[config.mk]
export PLATFORM = sky130hd
export DESIGN_NAME = irq_pend_ctrl
export DESIGN_NICKNAME = d
export VERILOG_FILES = /design/src/rtl/irq_pkg.sv /design/src/rtl/irq_pend_bank.sv /design/src/rtl/irq_mask_stat.sv /design/src/rtl/irq_prio_pick.sv /design/src/rtl/irq_call_gate.sv /design/src/rtl/irq_pend_ctrl.sv
export SDC_FILE = /design/constraint.sdc
export NUM_CORES = 1
export LEC_CHECK = 0
export BUFFER_PORTS_ARGS = -buffer_cell sky130_fd_sc_hd__buf_2
export CAP_MARGIN = 20
export CORE_ASPECT_RATIO = 1.75
export CORE_UTILIZATION = 45
export DETAILED_ROUTE_END_ITERATION = 8
export GPL_TIMING_DRIVEN = 0
export PLACE_DENSITY = 0.88
export SYNTH_ARGS = -nofsm -noshare
export SYNTH_HDL_FRONTEND = slang
export SYNTH_SLANG_ARGS = --single-unit
[constraint.sdc]
create_clock -name clk -period 2.1 [get_ports clk]
set_input_delay 0.21 -clock clk [delete_from_list [all_inputs] [get_ports clk]]
set_output_delay 0.21 -clock clk [all_outputs]
set_load 0.005 [all_outputs]
[src/rtl/irq_pkg.sv]
package irq_pkg;
  typedef struct packed {
    logic pse;
    logic gie;
  } irq_stat_t;
endpackage

[src/rtl/irq_pend_bank.sv]
module irq_pend_bank #(
  parameter int W = 8
) (
  input  logic         clk,
  input  logic         rst,
  input  logic [W-1:0] hw_set,
  input  logic [W-1:0] ack_clr,
  input  logic         wr_en,
  input  logic [W-1:0] wdata,
  output logic [W-1:0] pend_q,
  output logic [W-1:0] pend_nxt
);
  // Order of effects: acknowledge clear, then hardware set, then a software
  // write replaces the whole byte (last writer wins).
  always_comb begin
    pend_nxt = (pend_q & ~ack_clr) | hw_set;
    if (wr_en) pend_nxt = wdata;
  end

  always_ff @(posedge clk) begin
    if (rst) pend_q <= '0;
    else     pend_q <= pend_nxt;
  end

  assert_hw_sets_R1: assert property (@(posedge clk) disable iff (rst)
    !wr_en |=> ((pend_q & $past(hw_set)) == $past(hw_set)));

  assert_ack_clears_R2: assert property (@(posedge clk) disable iff (rst)
    !wr_en |=> ((pend_q & $past(ack_clr & ~hw_set)) == '0));

  assert_sw_write_R3: assert property (@(posedge clk) disable iff (rst)
    wr_en |=> (pend_q == $past(wdata)));
endmodule

[src/rtl/irq_mask_stat.sv]
module irq_mask_stat
  import irq_pkg::*;
#(
  parameter int REG_W   = 8,
  parameter int NUM_REG = 2,
  localparam int N      = REG_W * NUM_REG
) (
  input  logic               clk,
  input  logic               rst,
  input  logic [NUM_REG-1:0] mask_wr,
  input  logic [REG_W-1:0]   mask_wdata,
  input  logic               stat_wr,
  input  irq_stat_t          stat_wdata,
  input  logic               ei,
  input  logic               save_all,
  input  logic               restore_all,
  input  logic [N+1:0]       restore_word,
  output logic [N-1:0]       mask_q,
  output logic [N-1:0]       mask_nxt,
  output irq_stat_t          stat_q,
  output irq_stat_t          stat_nxt
);
  always_comb begin
    mask_nxt = mask_q;
    stat_nxt = stat_q;
    for (int r = 0; r < NUM_REG; r++) begin
      if (mask_wr[r]) mask_nxt[r*REG_W +: REG_W] = mask_wdata;
    end
    if (stat_wr) stat_nxt = stat_wdata;
    if (ei)      stat_nxt.gie = 1'b1;
    if (save_all)    {stat_nxt, mask_nxt} = '0;
    if (restore_all) {stat_nxt, mask_nxt} = restore_word;
  end

  always_ff @(posedge clk) begin
    if (rst) begin
      mask_q <= '0;
      stat_q <= '0;
    end else begin
      mask_q <= mask_nxt;
      stat_q <= stat_nxt;
    end
  end

  assert_save_clears_R8: assert property (@(posedge clk) disable iff (rst)
    (save_all && !restore_all) |=> (mask_q == '0 && stat_q == '0));

  assert_restore_loads_R8: assert property (@(posedge clk) disable iff (rst)
    restore_all |=> ({stat_q, mask_q} == $past(restore_word)));

  assert_ei_sets_R9: assert property (@(posedge clk) disable iff (rst)
    (ei && !save_all && !restore_all) |=> stat_q.gie);
endmodule

[src/rtl/irq_prio_pick.sv]
module irq_prio_pick #(
  parameter int N       = 16,
  parameter int NMI_IDX = 14,
  localparam int IW     = $clog2(N)
) (
  input  logic [N-1:0]  cand,
  output logic          any,
  output logic [IW-1:0] idx
);
  // Ascending scan: the highest-numbered candidate wins, then the
  // nonmaskable source overrides everything.
  always_comb begin
    idx = '0;
    for (int i = 0; i < N; i++) begin
      if (cand[i]) idx = IW'(i);
    end
    if (cand[NMI_IDX]) idx = IW'(NMI_IDX);
    any = |cand;
  end
endmodule

[src/rtl/irq_call_gate.sv]
module irq_call_gate #(
  parameter int              IW       = 4,
  parameter int              VEC_W    = 16,
  parameter logic [VEC_W-1:0] VEC_BASE = 16'h2000,
  parameter int              VEC_STEP = 2
) (
  input  logic             clk,
  input  logic             rst,
  input  logic             any_nxt,
  input  logic [IW-1:0]    idx_nxt,
  input  logic             instr_done,
  input  logic             instr_prot,
  input  logic             ack_ok,
  output logic             call_req,
  output logic [IW-1:0]    call_idx,
  output logic [VEC_W-1:0] call_vec
);
  localparam logic [VEC_W-1:0] STEP = VEC_W'(VEC_STEP);

  logic blk_q, blk_nxt;

  // Hold window: opened by a taken call or a protected instruction,
  // closed by the next ordinary instruction boundary.
  always_comb begin
    blk_nxt = blk_q;
    if (instr_done) blk_nxt = instr_prot;
    if (ack_ok)     blk_nxt = 1'b1;
  end

  always_ff @(posedge clk) begin
    if (rst) begin
      blk_q    <= 1'b0;
      call_req <= 1'b0;
      call_idx <= '0;
      call_vec <= VEC_BASE;
    end else begin
      blk_q    <= blk_nxt;
      call_req <= any_nxt && !blk_nxt;
      call_idx <= idx_nxt;
      call_vec <= VEC_BASE + VEC_W'(idx_nxt) * STEP;
    end
  end

  assert_ack_holds_R6: assert property (@(posedge clk) disable iff (rst)
    ack_ok |=> !call_req);

  assert_prot_holds_R7: assert property (@(posedge clk) disable iff (rst)
    (instr_done && instr_prot) |=> !call_req);

  assert_hold_until_done_R6: assert property (@(posedge clk) disable iff (rst)
    (!call_req && !instr_done && !$past(any_nxt && !blk_nxt) && $past(blk_nxt)) |=> !call_req);
endmodule

[src/rtl/irq_pend_ctrl.sv]
module irq_pend_ctrl
  import irq_pkg::*;
#(
  parameter int               REG_W    = 8,
  parameter int               NUM_REG  = 2,
  parameter int               NMI_IDX  = 14,
  parameter int               VEC_W    = 16,
  parameter logic [VEC_W-1:0] VEC_BASE = 16'h2000,
  parameter int               VEC_STEP = 2,
  localparam int              N        = REG_W * NUM_REG,
  localparam int              IW       = $clog2(N)
) (
  input  logic               clk,
  input  logic               rst,
  input  logic [N-1:0]       hw_req,
  input  logic [NUM_REG-1:0] pend_wr,
  input  logic [REG_W-1:0]   pend_wdata,
  input  logic [NUM_REG-1:0] mask_wr,
  input  logic [REG_W-1:0]   mask_wdata,
  input  logic               stat_wr,
  input  logic [1:0]         stat_wdata,
  input  logic               ei,
  input  logic               save_all,
  input  logic               restore_all,
  input  logic [N+1:0]       restore_word,
  input  logic               instr_done,
  input  logic               instr_prot,
  input  logic               call_ack,
  output logic               call_req,
  output logic [IW-1:0]      call_idx,
  output logic [VEC_W-1:0]   call_vec,
  output logic [N-1:0]       pend_o,
  output logic [N-1:0]       mask_o,
  output logic               gie_o,
  output logic               pse_o,
  output logic [N+1:0]       save_word
);
  localparam logic [N-1:0] NMI_HOT = N'(1) << NMI_IDX;

  logic [N-1:0] pend_nxt, mask_nxt, ack_clr, cand_nxt;
  irq_stat_t    stat_q, stat_nxt;
  logic         ack_ok, any_nxt;
  logic [IW-1:0] idx_nxt;

  assign ack_ok  = call_ack && call_req;
  assign ack_clr = ack_ok ? (N'(1) << call_idx) : '0;

  for (genvar r = 0; r < NUM_REG; r++) begin : g_bank
    irq_pend_bank #(.W(REG_W)) u_bank (
      .clk     (clk),
      .rst     (rst),
      .hw_set  (hw_req[r*REG_W +: REG_W]),
      .ack_clr (ack_clr[r*REG_W +: REG_W]),
      .wr_en   (pend_wr[r]),
      .wdata   (pend_wdata),
      .pend_q  (pend_o[r*REG_W +: REG_W]),
      .pend_nxt(pend_nxt[r*REG_W +: REG_W])
    );
  end

  irq_mask_stat #(.REG_W(REG_W), .NUM_REG(NUM_REG)) u_mask (
    .clk         (clk),
    .rst         (rst),
    .mask_wr     (mask_wr),
    .mask_wdata  (mask_wdata),
    .stat_wr     (stat_wr),
    .stat_wdata  (irq_stat_t'(stat_wdata)),
    .ei          (ei),
    .save_all    (save_all),
    .restore_all (restore_all),
    .restore_word(restore_word),
    .mask_q      (mask_o),
    .mask_nxt    (mask_nxt),
    .stat_q      (stat_q),
    .stat_nxt    (stat_nxt)
  );

  // Candidates from next-state values, so the registered call outputs
  // line up with the registers visible in the same cycle.
  assign cand_nxt = pend_nxt & ((mask_nxt & {N{stat_nxt.gie}}) | NMI_HOT);

  irq_prio_pick #(.N(N), .NMI_IDX(NMI_IDX)) u_pick (
    .cand(cand_nxt),
    .any (any_nxt),
    .idx (idx_nxt)
  );

  irq_call_gate #(.IW(IW), .VEC_W(VEC_W), .VEC_BASE(VEC_BASE), .VEC_STEP(VEC_STEP)) u_gate (
    .clk       (clk),
    .rst       (rst),
    .any_nxt   (any_nxt),
    .idx_nxt   (idx_nxt),
    .instr_done(instr_done),
    .instr_prot(instr_prot),
    .ack_ok    (ack_ok),
    .call_req  (call_req),
    .call_idx  (call_idx),
    .call_vec  (call_vec)
  );

  assign gie_o     = stat_q.gie;
  assign pse_o     = stat_q.pse;
  assign save_word = {stat_q, mask_o};

  assert_winner_pending_R4: assert property (@(posedge clk) disable iff (rst)
    call_req |-> pend_o[call_idx]);

  assert_winner_allowed_R5: assert property (@(posedge clk) disable iff (rst)
    call_req |-> ((call_idx == IW'(NMI_IDX)) || (gie_o && mask_o[call_idx])));
endmodule

==> impl_metrics.yaml, run 1 <==
hold_path:
  holdPathEnd: "u_mask.mask_q[14]"
  min_from: "restore_word[14]"
  hold_path.class: "in -> reg"
  holdPathStages: 3
critical_path:
  path_class: "reg -> reg"
  critical_path_buf_inv_count: 0
  reg2reg_slack_ns: 0.03
  timing.rr.start: "u_gate.call_vec[4]"
  critPathLaunchType: "flip-flop"
  worstPathCellList: "nand4bb_4, or4_4, a31oi_4, o211ai_1, and3_1, a211oi_2"
  path_delay_family: "simple AND/OR/NAND/NOR gates"
  cpPeakStageDelay_ns: 0.56
  cp_max_fo: 6
  critPathSlowestCell: "or4_4"
  critPathArrivalTime_ns: 2.28
  r2r_end: "u_gate.call_vec[2]"
  required_ns: 2.31
  worstSetupEndpointType: "flip-flop"
  reg2reg_depth: 6
clocking:
  cts_buffer_depth: 2
  tritoncts: "done"
  hold_buffers: 0
  clk_latency_ns: 0.29
  cts.sinks: 40
  clk_pin_slew_ns: 0.08
  clockRootBuffer: "clkbuf_8"
  cts_htree_levels: 2
  cts_buffers: 5
layout:
  area_delta_synth_final_pct: 44.2
  fin_nets: 501
  fin_area_um2: 3610
  instances_no_fill: 511
  fin_util: 0.681
  antennaDiodeCount: 0
  layout-drive-gt1-share: 0.506
synthesis:
  synth.top_cell.area_share: 0.320
  synth_top_family_by_area: "simple AND/OR/NAND/NOR gates"
  avgSynthCellArea_um2: 8.60
  synth.distinct_cells: 53
  synth_edf_count: 0
  synth_xor_area_frac: 0
  synth_warnings: 0
  syn_inst: 291
  yosysTopAreaCell: "dfxtp_1"
  synth-simple-area-share: 0.252
  synthFlopType: "dfxtp_1"
  yosysMostFrequentCell: "dfxtp_1"
  synthTopCellsByArea: "dfxtp_1, buf_4, nor2_1"
  ys_seq_elements: 40
  syn-cell-area_um2: 2500
  synth-adder-area-share: 0
  synth.cells.most_frequent: "dfxtp_1, buf_4, nor2_1"
  synth_seq_area_share: 0.320
  synth.mux.area_fraction: 0.0860
  synth_compound_area_frac: 0.201
  async_flop_share: 0
detailed_routing:
  post_drt_wl_per_cell_um: 16.5
  ant_nets: 0
  drc: 0
  routed_wl_mm: 8.43
  drtIter0Drc: 117
  dr.pass1.iters: 4
  via_per_inst: 5.43
  vias: 2777
die:
  fp.dieW_um: 58.4
  initial_core_util: 0.472
  fp.dieArea_um2: 5870
  fp-row-count: 35
  die_h_um: 101
  design.core.area_um2: 5300
  ios: 138
placed_design:
  place_inst: 497
  hpwl_mm: 6.48
  io_buffers: 122
  place_area_um2: 3240
  pre_cts_ws_ns: -0.239
  globalplace.congestion: 0.932
global_route:
  grt_max_degree: 13
  grt_usage: 0.281
  grt_pass1_wl_mm: 12.4
  antenna_found_initial: 0
  gr-total-overflow: 0
  grt_pass1_vias: 2687
timing:
  min_period_over_period: 0.984
  tightestPinTransition_ns: 0.680
  fin_ws_ns: 0.0329
  fmax_mhz: 484
  setup_viol: 0
  worst_clock_skew_ns: 0.00427
  fin_crit_ns: 2.07
  hold_violations: 0
  final.setup.tns_ns: 0
  whs_ns: 0.153
  relSlewSlack: 0.546
  drv_slew: 0
pwr:
  p_per_area_nw_per_um2: 604
  power_mw: 2.18
  total_leakage_power_nw: 1.71
  ir_worst_vdd_mv: 0.389
run_status:
  outcome: "complete, no violations"
run:
  cap_violations: 0
-- worst register-to-register path, delay by kind of cell (launching register included) --
family | cells | cell delay (ns)
DFF | 1 | 0.37
and+or+nand+nor | 3 | 1.08
AOI/OAI and AO/OA | 3 | 0.53
-- flip-flops by register name (all words and copies together), names as in the netlist --
name / flops
g_bank.u_bank.pend_q: 16
u_gate.blk_q: 1
u_gate.call_vec: 4
u_mask.mask_q: 16
u_gate.call_req: 1
u_mask.stat_q: 2
-- cells in the final DEF, fill, tap and decap left out, types with 2 or more instances in the layout --
| cell type | instances |
|---|---|
| nor3_1 | 18 |
| nor3b_1 | 2 |
| conb_1 | 12 |
| o31ai_1 | 9 |
| o211ai_1 | 3 |
| a211oi_2 | 2 |
| buf_2 | 127 |
| nor4_2 | 3 |
| clkbuf_1 | 5 |
| mux2i_1 | 8 |
| o41ai_2 | 2 |
| a22oi_1 | 11 |
| or4_4 | 2 |
| a21oi_1 | 6 |
| o21ai_0 | 4 |
| nor4_4 | 3 |
| nand4b_1 | 2 |
| nand2b_1 | 12 |
| nor2_1 | 35 |
| a2111oi_2 | 2 |
| buf_4 | 42 |
| mux2_2 | 4 |
| o21ai_1 | 4 |
| nand2_1 | 11 |
| inv_1 | 3 |
| nor4_1 | 2 |
| clkbuf_8 | 7 |
| dfxtp_1 | 36 |
| nor3_2 | 3 |
| buf_6 | 2 |
| o31ai_2 | 2 |
| nor2b_1 | 5 |
| or2_2 | 2 |
| mux2_1 | 8 |
| dfxtp_2 | 3 |
| a2111oi_0 | 2 |
| nand3_1 | 2 |
-- repair_timing --
| action | in CTS | in global routing |
|---|---|---|
| setup buffers | 1 | 5 |
| pin swaps | 1 | 5 |
| setup endpoints to repair | 5 | 5 |
| gates resized for setup | 11 | 26 |
-- where the power goes --
group	switching (mW)	internal, mW	leakage [nW]	total (mW)
clock	0.280	0.420	0.0645	0.699
combinational	0.312	0.300	1.31	0.612
sequential	0.0496	0.816	0.334	0.865
total	0.641	1.54	1.71	2.18
-- cell families (layout without fill, tap and decap cells) --
| family | count (synthesis) | count (layout) |
|---|---|---|
| flip-flops | 40 | 40 |
| AND/OR/NAND/NOR | 116 | 116 |
| multiplexers | 20 | 20 |
| other | 2 | 12 |
| AO/OA/AOI/OAI | 61 | 61 |
| buffers and inverters | 52 | 188 |
-- how the worst max path moves through the flow --
stage	from	end	slack [ns]	depth (start not counted)
finish	u_gate.call_vec[4]	u_gate.call_vec[2]	0.03	6
global route	u_gate.call_req	u_gate.call_req	-0.02	7
CTS	u_gate.call_vec[3]	u_gate.call_req	0.02	7
detailed placement	pend_wr[1]	u_gate.call_req	-0.24	8
global placement	pend_wr[1]	u_gate.call_req	-0.26	8
floorplan	u_gate.call_vec[3]	u_gate.call_vec[1]	0.21	7
-- routing by layer --
metal	vias to the layer above	track usage	part of all wire	routed length (um)
met5	-	0	0	0
met4	0	0.214	0.042	350
met3	28	0.0475	0.065	548
met2	163	0.510	0.56	4700
met1	1274	0.272	0.34	2830
li1	1312	-	-	-
-- final cells by class --
cell class	count	area, um2
timing repair buffer	128	656
fill	455	1690
tap	74	92.6
clock inverter	1	30.0
buffer	48	337
clock buffer	7	96.3
sequential	40	808
inverter	4	16.3
multi-input combinational	209	1570
Power figures use the tool's default switching activity.
==> inputs of run 2 (changes only) <==
--- a/config.mk
+++ b/config.mk
@@ -5,7 +5,7 @@
 export SDC_FILE = /design/constraint.sdc
 export NUM_CORES = 1
 export LEC_CHECK = 0
-export BUFFER_PORTS_ARGS = -buffer_cell sky130_fd_sc_hd__buf_2
+export BUFFER_PORTS_ARGS = -buffer_cell sky130_fd_sc_hd__clkbuf_2
 export CAP_MARGIN = 20
 export CORE_ASPECT_RATIO = 1.75
 export CORE_UTILIZATION = 45
==> run 2 against run 1 <==
Net effect: critical path depth unchanged; die area did not move; register-to-register slack lost 0.02 ns; combinational power down 2%; hold slack lost 0.0023 ns; setup slack got worse by 0.018 ns; critical endpoint unchanged.
==> impl_metrics.yaml, run 2 (same netlist as run 1, synthesis figures left out) <==
pwr:
  power_switching_mw: 0.627
  ir_worst_vdd_mv: 0.434
  power_frac_seq: 0.443
  internal_power_mw: 1.33
  total_leakage_power_nw: 1.65
  clockPowerShare: 0.251
  p_comb_frac: 0.306
  switching_share: 0.320
  p_per_area_nw_per_um2: 557
  power_mw: 1.96
timing:
  worst_clock_skew_ns: 0.0126
  fin_ws_ns: 0.0149
  rsz0062_at_grt: "true"
  fin_crit_ns: 2.09
  tightestPinTransition_ns: 0.761
  relSlewSlack: 0.493
  setup_viol: 0
  min_period_over_period: 0.993
  drv_slew: 0
  hold_violations: 0
  whs_ns: 0.151
  fmax_mhz: 480
die:
  design.core.area_um2: 5300
  die_h_um: 101
  fp-row-count: 35
  ios: 138
  fp.dieArea_um2: 5870
  fp.dieW_um: 58.4
  initial_core_util: 0.472
clocking:
  cts_buffer_depth: 2
  cts_htree_levels: 2
  tritoncts: "done"
  clk_latency_ns: 0.30
  cts.sinks: 40
  clockRootBuffer: "clkbuf_8"
  clk_pin_slew_ns: 0.08
  cts_buffers: 5
layout:
  fin_area_um2: 3520
  antennaDiodeCount: 0
  instances_no_fill: 509
  layout_commonest_cell: "clkbuf_2"
  fin_nets: 500
  layout_common_cells: "clkbuf_2, buf_4, dfxtp_1"
  layout-drive-gt1-share: 0.492
  reg_top3: "g_bank.u_bank.pend_q (16), u_mask.mask_q (16), u_gate.call_vec (4)"
  fillers: 480
  area_delta_synth_final_pct: 40.7
global_route:
  grt_usage: 0.282
  gr-total-overflow: 0
  grt_pass1_wl_mm: 12.5
  antenna_found_initial: 0
  grt_max_degree: 12
  grt_pass1_vias: 2627
hold_path:
  min_from: "restore_word[17]"
  holdPathStages: 3
  holdPathEnd: "u_mask.stat_q[1]"
  hold_path.class: "in -> reg"
critical_path:
  cpPeakStageDelay_ns: 0.61
  path_class: "reg -> reg"
  critPathSlowestCell: "or4_4"
  worstSetupEndpointType: "flip-flop"
  reg2reg_slack_ns: 0.01
  worstPathCellList: "nand4bb_4, or4_4, a31oi_4, o211ai_1, and3_1, a211oi_2"
  cp_max_fo: 6
  reg2reg_depth: 6
  critPathArrivalTime_ns: 2.30
  timing.rr.start: "u_gate.call_vec[4]"
  required_ns: 2.31
  critical_path_buf_inv_count: 0
  r2r_end: "u_gate.call_vec[2]"
  critPathLaunchType: "flip-flop"
  path_delay_family: "simple AND/OR/NAND/NOR gates"
placed_design:
  pre_cts_ws_ns: -0.216
  place_inst: 497
  globalplace.congestion: 0.936
  hpwl_mm: 6.54
  place_area_um2: 3240
  io_buffers: 122
detailed_routing:
  via_per_inst: 5.45
  routed_wl_mm: 8.45
  drtIter0Drc: 116
  ant_nets: 0
  vias: 2772
  post_drt_wl_per_cell_um: 16.6
  dr.pass1.iters: 6
  drc: 0
run:
  cap_violations: 0
run_status:
  outcome: "complete, no violations"
==> run 2: stage by stage <==
step | utilization | setup TNS [ns]
detailed placement | 0.612 | -0.549
CTS | 0.638 | 0
floorplan | - | 0
global placement | 0.612 | -0.791
global route | 0.664 | -0.0397
finish | 0.664 | 0
==> run 2: cell type report <==
type | instances | area [um2] | share of cell area
inverters | 4 | 16.3 | 0.00462
clock inverters | 1 | 5.00 | 0.00142
plain buffers | 48 | 337 | 0.0957
multi-input cells | 209 | 1540 | 0.437
well taps | 74 | 92.6 | 0.0263
clock buffers | 6 | 72.6 | 0.0206
flip-flops and latches | 40 | 808 | 0.230
repair buffers | 127 | 648 | 0.184
==> run 2: power groups by stage <==
stage,clock [mW],sequential [mW],combinational (mW)
final,0.492,0.869,0.599
after global placement,0,0.876,0.536
after floorplan,0,0.874,0.315
after CTS,0.503,0.864,0.554
after global routing,0.531,0.875,0.646
after detailed placement,0,0.879,0.539
==> run 2: worst max path at each step <==
stage                       startpoint                  to  cells after the start
finish              u_gate.call_vec[4]  u_gate.call_vec[2]                      6
global route           u_gate.call_req     u_gate.call_req                      6
CTS                 u_gate.call_vec[2]     u_gate.call_req                      6
detailed placement          pend_wr[1]     u_gate.call_req                      8
global placement            pend_wr[1]     u_gate.call_req                      8
floorplan           u_gate.call_vec[3]  u_gate.call_vec[1]                      7
==> run 2: timing repair <==
action	CTS	global route
hold buffers	0	0
pin swaps	1	5
gates resized for setup	11	21
buffers inserted	1	4
setup endpoints to repair	5	5
==> run 2: tightest hold or removal path, delay by kind of cell <==
family	cells	cell delay [ns]
AOI/OAI and AO/OA	1	0.05
and+or+nand+nor	1	0.07
buffers and inverters	1	0.07
==> run 2: metal layers <==
layer / wire, um / track usage / vias to the layer above
li1: - / - / 1315
met1: 2990 / 0.294 / 1266
met2: 4600 / 0.514 / 156
met3: 475 / 0.0436 / 35
met4: 378 / 0.170 / 0
met5: 0 / 0 / -
